[src/rtl/tlseq_pkg.sv]
package tlseq_pkg;

   typedef enum logic [2:0] {
      PH_RED_ON  = 3'd0,
      PH_RED_GAP = 3'd1,
      PH_YEL_ON  = 3'd2,
      PH_YEL_GAP = 3'd3,
      PH_GRN_ON  = 3'd4,
      PH_GRN_GAP = 3'd5
   } phase_e;

   localparam int unsigned NUM_PHASES = 6;

   function automatic phase_e next_phase(input phase_e cur);
      phase_e nxt;
      case (cur)
         PH_RED_ON:  nxt = PH_RED_GAP;
         PH_RED_GAP: nxt = PH_YEL_ON;
         PH_YEL_ON:  nxt = PH_YEL_GAP;
         PH_YEL_GAP: nxt = PH_GRN_ON;
         PH_GRN_ON:  nxt = PH_GRN_GAP;
         default:    nxt = PH_RED_ON;
      endcase
      return nxt;
   endfunction

   function automatic logic is_gap(input phase_e cur);
      return cur[0];
   endfunction

endpackage

[src/rtl/tlseq_interval_timer.sv]
module tlseq_interval_timer #(
   parameter int unsigned ON_CYC  = 27_000_000,
   parameter int unsigned GAP_CYC = 13_500_000,
   parameter int unsigned CNT_W   = 25
) (
   input  logic             clk,
   input  logic             rst,
   input  logic             sel_gap,
   output logic             expire,
   output logic [CNT_W-1:0] cnt
);

   localparam logic [CNT_W-1:0] ON_LAST  = CNT_W'(ON_CYC - 1);
   localparam logic [CNT_W-1:0] GAP_LAST = CNT_W'(GAP_CYC - 1);

   logic [CNT_W-1:0] cnt_q = '0;
   logic [CNT_W-1:0] last_val;

   generate
      if (ON_CYC == GAP_CYC) begin : g_single_limit
         assign last_val = ON_LAST;
      end else begin : g_dual_limit
         assign last_val = sel_gap ? GAP_LAST : ON_LAST;
      end
   endgenerate

   assign expire = (cnt_q == last_val);

   always_ff @(posedge clk) begin
      if (rst || expire) begin
         cnt_q <= '0;
      end else begin
         cnt_q <= cnt_q + 1'b1;
      end
   end

   assign cnt = cnt_q;

endmodule

[src/rtl/tlseq_phase_fsm.sv]
module tlseq_phase_fsm
   import tlseq_pkg::*;
(
   input  logic   clk,
   input  logic   rst,
   input  logic   advance,
   output phase_e phase
);

   phase_e phase_q = PH_RED_ON;

   always_ff @(posedge clk) begin
      if (rst) begin
         phase_q <= PH_RED_ON;
      end else if (advance) begin
         phase_q <= next_phase(phase_q);
      end
   end

   assign phase = phase_q;

endmodule

[src/rtl/tlseq_lamp_decoder.sv]
module tlseq_lamp_decoder
   import tlseq_pkg::*;
#(
   parameter bit ACTIVE_LOW = 1'b0
) (
   input  phase_e phase,
   output logic   red,
   output logic   yellow,
   output logic   green
);

   logic [2:0] lit;

   always_comb begin
      lit = 3'b000;
      case (phase)
         PH_RED_ON: lit = 3'b100;
         PH_YEL_ON: lit = 3'b010;
         PH_GRN_ON: lit = 3'b001;
         default:   lit = 3'b000;
      endcase
   end

   generate
      if (ACTIVE_LOW) begin : g_drive_low
         assign {red, yellow, green} = ~lit;
      end else begin : g_drive_high
         assign {red, yellow, green} = lit;
      end
   endgenerate

endmodule

[src/rtl/traffic_sequencer.sv]
module traffic_sequencer
   import tlseq_pkg::*;
#(
   parameter int unsigned CLK_HZ      = 27_000_000,
   parameter int unsigned ON_TENTHS   = 10,
   parameter int unsigned GAP_TENTHS  = 5,
   parameter bit          ACTIVE_LOW  = 1'b0
) (
   input  logic clk,
   input  logic rst,
   output logic lamp_red,
   output logic lamp_yellow,
   output logic lamp_green
);

   localparam int unsigned ON_CYC  = (CLK_HZ / 10) * ON_TENTHS;
   localparam int unsigned GAP_CYC = (CLK_HZ / 10) * GAP_TENTHS;
   localparam int unsigned MAX_CYC = (ON_CYC > GAP_CYC) ? ON_CYC : GAP_CYC;
   localparam int unsigned CNT_W   = (MAX_CYC > 2) ? $clog2(MAX_CYC) : 1;

   generate
      if (CLK_HZ < 10) begin : g_bad_clk
         $error("traffic_sequencer: CLK_HZ must be at least 10");
      end
      if (ON_TENTHS == 0 || GAP_TENTHS == 0) begin : g_bad_interval
         $error("traffic_sequencer: interval lengths must be non-zero");
      end
   endgenerate

   phase_e           phase_q;
   logic             expire;
   logic [CNT_W-1:0] cnt_q;

   tlseq_interval_timer #(
      .ON_CYC  (ON_CYC),
      .GAP_CYC (GAP_CYC),
      .CNT_W   (CNT_W)
   ) u_timer (
      .clk     (clk),
      .rst     (rst),
      .sel_gap (is_gap(phase_q)),
      .expire  (expire),
      .cnt     (cnt_q)
   );

   tlseq_phase_fsm u_fsm (
      .clk     (clk),
      .rst     (rst),
      .advance (expire),
      .phase   (phase_q)
   );

   tlseq_lamp_decoder #(
      .ACTIVE_LOW (ACTIVE_LOW)
   ) u_decode (
      .phase  (phase_q),
      .red    (lamp_red),
      .yellow (lamp_yellow),
      .green  (lamp_green)
   );

endmodule

[config.mk]
export PLATFORM = sky130hd
export DESIGN_NAME = traffic_sequencer
export DESIGN_NICKNAME = d
export VERILOG_FILES = /design/src/rtl/tlseq_pkg.sv /design/src/rtl/tlseq_interval_timer.sv /design/src/rtl/tlseq_phase_fsm.sv /design/src/rtl/tlseq_lamp_decoder.sv /design/src/rtl/traffic_sequencer.sv
export SDC_FILE = /design/constraint.sdc
export NUM_CORES = 1
export LEC_CHECK = 0
export ABC_AREA = 0
export BUFFER_PORTS_ARGS = -buffer_cell sky130_fd_sc_hd__clkbuf_2
export CAP_MARGIN = 20
export CORE_UTILIZATION = 50
export DETAILED_ROUTE_END_ITERATION = 10
export GPL_ROUTABILITY_DRIVEN = 0
export PLACE_DENSITY = 0.78
export SETUP_SLACK_MARGIN = 0.1
export SLEW_MARGIN = 20
export SYNTH_ARGS = -nofsm -noshare
export SYNTH_HDL_FRONTEND = slang
export SYNTH_SLANG_ARGS = --single-unit
[constraint.sdc]
create_clock -name clk -period 3.4 [get_ports clk]
set_clock_uncertainty 0.15 [all_clocks]
set_input_delay 0.68 -clock clk [delete_from_list [all_inputs] [get_ports clk]]
set_output_delay 0.68 -clock clk [all_outputs]
set_load 0.005 [all_outputs]
Yosys cells after proc, flatten, opt, wreduce, memory -nomap -nowiden
Cells that the tools add are included.

Output and inout bits: 3. Bits in read-only memories: 0. Memory bits (writable): 0. Memories: 0. Latch bits: 0. Register bits: 28.

Bitwise gates (word level): 0. Shift operators: 0. Multipliers: 0. Equal/unequal tests: 5. $lt $le $gt $ge: 0. $add $sub $neg: 1. Multiplexer cells: 3. Reduce and logical (&&, ||, !) cells: 2. Divide/modulo/power cells: 0.

Operator list (number): $add 25x1->25 const B (1); $eq 25x25->1 (1); $mux 25 (1); $pmux 3 s5 (1); $pmux 3 s3 (1); $eq 3x2->1 const B (2); $eq 3x1->1 const B (1); $eq 3x3->1 const B (1); $logic_not 3->1 (1); $logic_or 1x1->1 (1).

Longest topological paths before layout
Depth in word-level cells: 3. Depth in mapped cells: 8. Mapped depth without buffers: 6.

By module
Synthesis repeated with hierarchy kept, for this count alone.

Cells, all modules: 159. Area total of the unflattened synthesis: 1453.9 um^2.

By module, submodules not included: tlseq_interval_timer (area an instance 1293.7 um^2, cells an instance 140, times used 1); tlseq_phase_fsm (area an instance 140.1 um^2, cells an instance 16, times used 1); tlseq_lamp_decoder (area an instance 20.0 um^2, cells an instance 3, times used 1).

Worst setup path after synthesis
Ideal clock, no wire load.

Path kind: register to register. Start point: reg u_timer.cnt_q[0] (netlist: u_timer.cnt[0]). End point: reg u_timer.cnt_q[2] (netlist: u_timer.cnt[2]). Arrival time: 2.025 ns. Period minus slack after synthesis: 2.290 ns. Buffers on the path: 2. Cell stages (with the launch flop): 9. Required time: 3.135 ns. Slack: 1.110 ns. Cells stage by stage: dfxtp_1 > ha_1 > nand4_2 > or4_4 > a2111oi_4 > or2_1 > buf_6 > buf_8 > nor2_1.

Word-level cells in the longest chain between the ends: 2. Elaborated cells on any way between the ends: 3. Those cells by class: add/sub (1); eq/ne (1); reduce/logical (1).

RTL lines: start: declaration (line tlseq_interval_timer.sv:16) `logic [CNT_W-1:0] cnt_q = '0;`; start signal: assignment (line tlseq_interval_timer.sv:33) `cnt_q <= cnt_q + 1'b1;`; branches (longest 2 deep; another with $add 25x1->25).

Several ways; the timed one is not identified. A chain may end at the register's enable or synchronous reset.

Worst setup path after layout
Start point: reg u_timer.cnt_q[0] (netlist: u_timer.cnt[0]). End point: reg u_timer.cnt_q[4] (netlist: u_timer.cnt[4]).

The elaborated chain is that of the path after synthesis.

==> qor.csv <==
stage,metric,value,unit
status,outcome,finished clean,
power,comb_power_share,3.2,%
critical_path,r2r-end,u_timer.cnt[4]$_SDFF_PP0_,
placed_design,placed_area,1388,um^2
synthesis,synth_fp_nets,155,
grt,grt_max_degree,26,
clocking,cts.sinks,28,
synthesis,ys_seq_area_share,40.99,%
cells_and_area,synthToLayoutAreaGrowth,5.306,%
floorplan,die_y,54.30,um
critical_path,crit_slowest_cell,or4_4,
synthesis,ys_ff_latch,28,
cells_and_area,design_area,1440,um^2
critical_path,path_class,reg2reg,
cells_and_area,diodes,0,
detailed_routing,totalWireLength,2.417,mm
power,swShare,19.96,%
detailed_routing,drc,0,
critical_path,reg2reg_slack,870,ps
cells_and_area,multi_input_area,743.2,um^2
timing,period_share,74.42,%
grt,grt_pass1_vias,903,
clocking,cts_buffer_depth,2,
power,leakagePower,0.0005053,uW
critical_path,crit_fanout,25,
clocking,cts_resized,0,
placed_design,portBuffers,4,
floorplan,fp.coreArea,2522,um^2
timing,relSlewSlack,48.62,%
grt,grt-ovfl-total,0,
power,power_density,398.2,nW/um^2
timing,drv_slew,0,
synthesis,yosys_warnings,0,
power,p_int,459.0,uW
clocking,post_cts_buffers,0,
detailed_routing,wire_per_inst,12.93,um
cells_and_area,nets,161,
hold_path,hold_end,u_timer.cnt[0]$_SDFF_PP0_,
detailed_routing,antenna_left,0,
timing,setup_tns,0,ps
critical_path,slowest_delay,520,ps
power,pwr-share-clk,37.9,%
detailed_routing,dr.pass1.iters,4,
synthesis,synth_cell_types,33,
floorplan,die_x,54.30,um
timing,fmax,395.2,MHz
timing,worstMarginPinSlew,763.7,ps
detailed_routing,routed_via_density,5.620,
grt,antenna_found_initial,0,
critical_path,worstPathRequired,3480,ps
power,power_frac_seq,58.9,%
synthesis,synth_area,1368,um^2
floorplan,die_area,2948,um^2
power,power_switching,114.5,uW
critical_path,crit_arrival,2610,ps
cells_and_area,final_core_util,57.09,%
clocking,cts_tree,built,
cells_and_area,final_layout_size_suffix_gt1_share,10.19,%
synthesis,synth_cells,152,
placed_design,dp_hpwl,1.757,mm
clocking,htreeDepth,1,
critical_path,cp_cell_sequence,"ha_1, nand4_2, or4_4, a2111oi_4, or2_1, buf_4, nor2_1",
clocking,clkTransAtPathRegs,150,ps
floorplan,std_cell_rows,18,
power,peakVddDrop,0.0003583,V
synthesis,syn_area_per_cell,8.997,um^2
critical_path,critPathCaptureType,register,
timing,grt_setup_unrepaired,false,
run,drv_cap,0,
timing,finalSetupViolCount,0,
hold_path,hold_start,u_timer.cnt[0]$_SDFF_PP0_,
detailed_routing,vias,1051,
timing,finalCriticalPeriod,2530,ps
hold_path,min_path_type,reg2reg,
critical_path,r2r-start,u_timer.cnt[0]$_SDFF_PP0_,
cells_and_area,fillers,225,
grt,grt_pass1_wl,3.884,mm
clocking,hold_buffers,0,
critical_path,worstRegToRegCells,7,
timing,hold_viol_final,0,
clocking,clock_latency,330,ps
timing,timing.hold.ws,329.5,ps
detailed_routing,drt_iter0_markers,28,
critical_path,critPathLaunchType,register,
floorplan,io_pins,5,
clocking,cts-root-buf,clkbuf_4,
clocking,numCtsBuffers,3,
floorplan,start_util,54.22,%
hold_path,hold_path_depth,1,
power,total_power,573.5,uW
grt,grt.total_usage,18.47,%
cells_and_area,seq_area,560.5,um^2
==> Yosys cell counts (all sizes together) <==
cell / instances / share of area (%)
nor2: 32 / 8.8
dfxtp: 28 / 41
xor2: 16 / 10
nand3: 12 / 4.4
nand2: 8 / 2.2
xnor2: 7 / 4.5
inv: 5 / 1.4
nand4: 5 / 2.7
and3: 4 / 1.9
nor3: 4 / 1.5
a21oi: 3 / 1.1
and4bb: 3 / 2.7
buf: 3 / 3.0
and4: 2 / 1.3
mux2i: 2 / 1.5
nand3b: 2 / 1.1
nor3b: 2 / 1.1
o21ai: 2 / 0.73
a2111oi: 1 / 2.0
a22oi: 1 / 0.55
a32o: 1 / 0.73
and2: 1 / 0.46
clkbuf: 1 / 0.27
ha: 1 / 0.91
nand4b: 1 / 0.64
nand4bb: 1 / 0.82
nor4: 1 / 0.46
nor4bb: 1 / 0.73
or2: 1 / 0.46
or4: 1 / 0.82
==> worst max path at each step <==
stage	startpoint	endpoint	slack, ps	cells after the start
final	u_timer.cnt[0]$_SDFF_PP0_	u_timer.cnt[4]$_SDFF_PP0_	870	7
after global routing	u_timer.cnt[0]$_SDFF_PP0_	u_timer.cnt[4]$_SDFF_PP0_	720	7
after CTS	u_timer.cnt[0]$_SDFF_PP0_	u_timer.cnt[4]$_SDFF_PP0_	870	7
after detailed placement	u_timer.cnt[0]$_SDFF_PP0_	u_timer.cnt[4]$_SDFF_PP0_	890	7
after global placement	u_timer.cnt[0]$_SDFF_PP0_	u_timer.cnt[3]$_SDFF_PP0_	990	7
after floorplan	u_timer.cnt[0]$_SDFF_PP0_	u_timer.cnt[2]$_SDFF_PP0_	1110	8
==> sequential cells by signal, indices dropped and copies added, names as in the netlist <==
name / count
u_fsm.phase: 3
u_timer.cnt: 25
==> cells in the final DEF, fill, tap and decap left out, types with 2 or more instances in the layout <==
master	instances
xor2_1	16
nand2_1	8
nor3_1	4
nand3b_1	2
nor2_1	32
clkbuf_2	4
and3_1	3
o21ai_0	2
mux2i_1	2
dfxtp_1	28
inv_1	5
a21oi_1	3
and4_1	2
nand4_1	4
xnor2_1	7
nor3b_1	2
nand3_1	12
and4bb_2	3
clkbuf_4	3
==> stage by stage <==
stage | setup slack (ps) | cells
6_report | 869.6 | 187
3_5_place_dp | 889.3 | 183
3_3_place_gp | 988.1 | 183
2_1_floorplan | 1110 | 152
5_1_grt | 722.2 | 187
4_1_cts | 866.0 | 187
==> per-layer routing <==
metal	vias to the layer above	GRT usage, %	wire [um]
li1	528	-	-
met1	504	21.59	1114
met2	15	32.52	1201
met3	4	5.000	70
met4	0	5.556	30
met5	-	0	0
==> cell type report <==
class,instances,area share [%]
Sequential cell,28,38.92
Multi-Input combinational cell,115,51.61
Tap cell,30,2.606
Clock inverter,1,2.085
Timing Repair Buffer,5,1.911
Clock buffer,3,1.564
Inverter,5,1.303
==> worst max-delay path, delay by kind of cell (launching register included) <==
family,cells,cell delay [ps]
AO/OA/AOI/OAI,1,450
adder cells (fa/ha/maj),1,230
buffers and inverters,1,260
flip-flops,1,400
AND/OR/NAND/NOR,4,950
==> cell families after synthesis <==
family,synth area share [%]
compound gates,5.124
xor+xnor,14.73
fa+ha+maj,0.9148
buf+inv,4.666
simple gates,32.11
mux,1.464
flops,40.99
==> power by group through the flow <==
stage / logic (uW) / registers [uW] / clock network (uW)
3_3_place_gp: 18.1 / 344 / 0
3_5_place_dp: 18.4 / 345 / 0
6_report: 18.4 / 338 / 218
5_1_grt: 21.0 / 338 / 233
2_1_floorplan: 17.0 / 344 / 0
4_1_cts: 18.6 / 337 / 221
(Power assumes the default switching activity.)
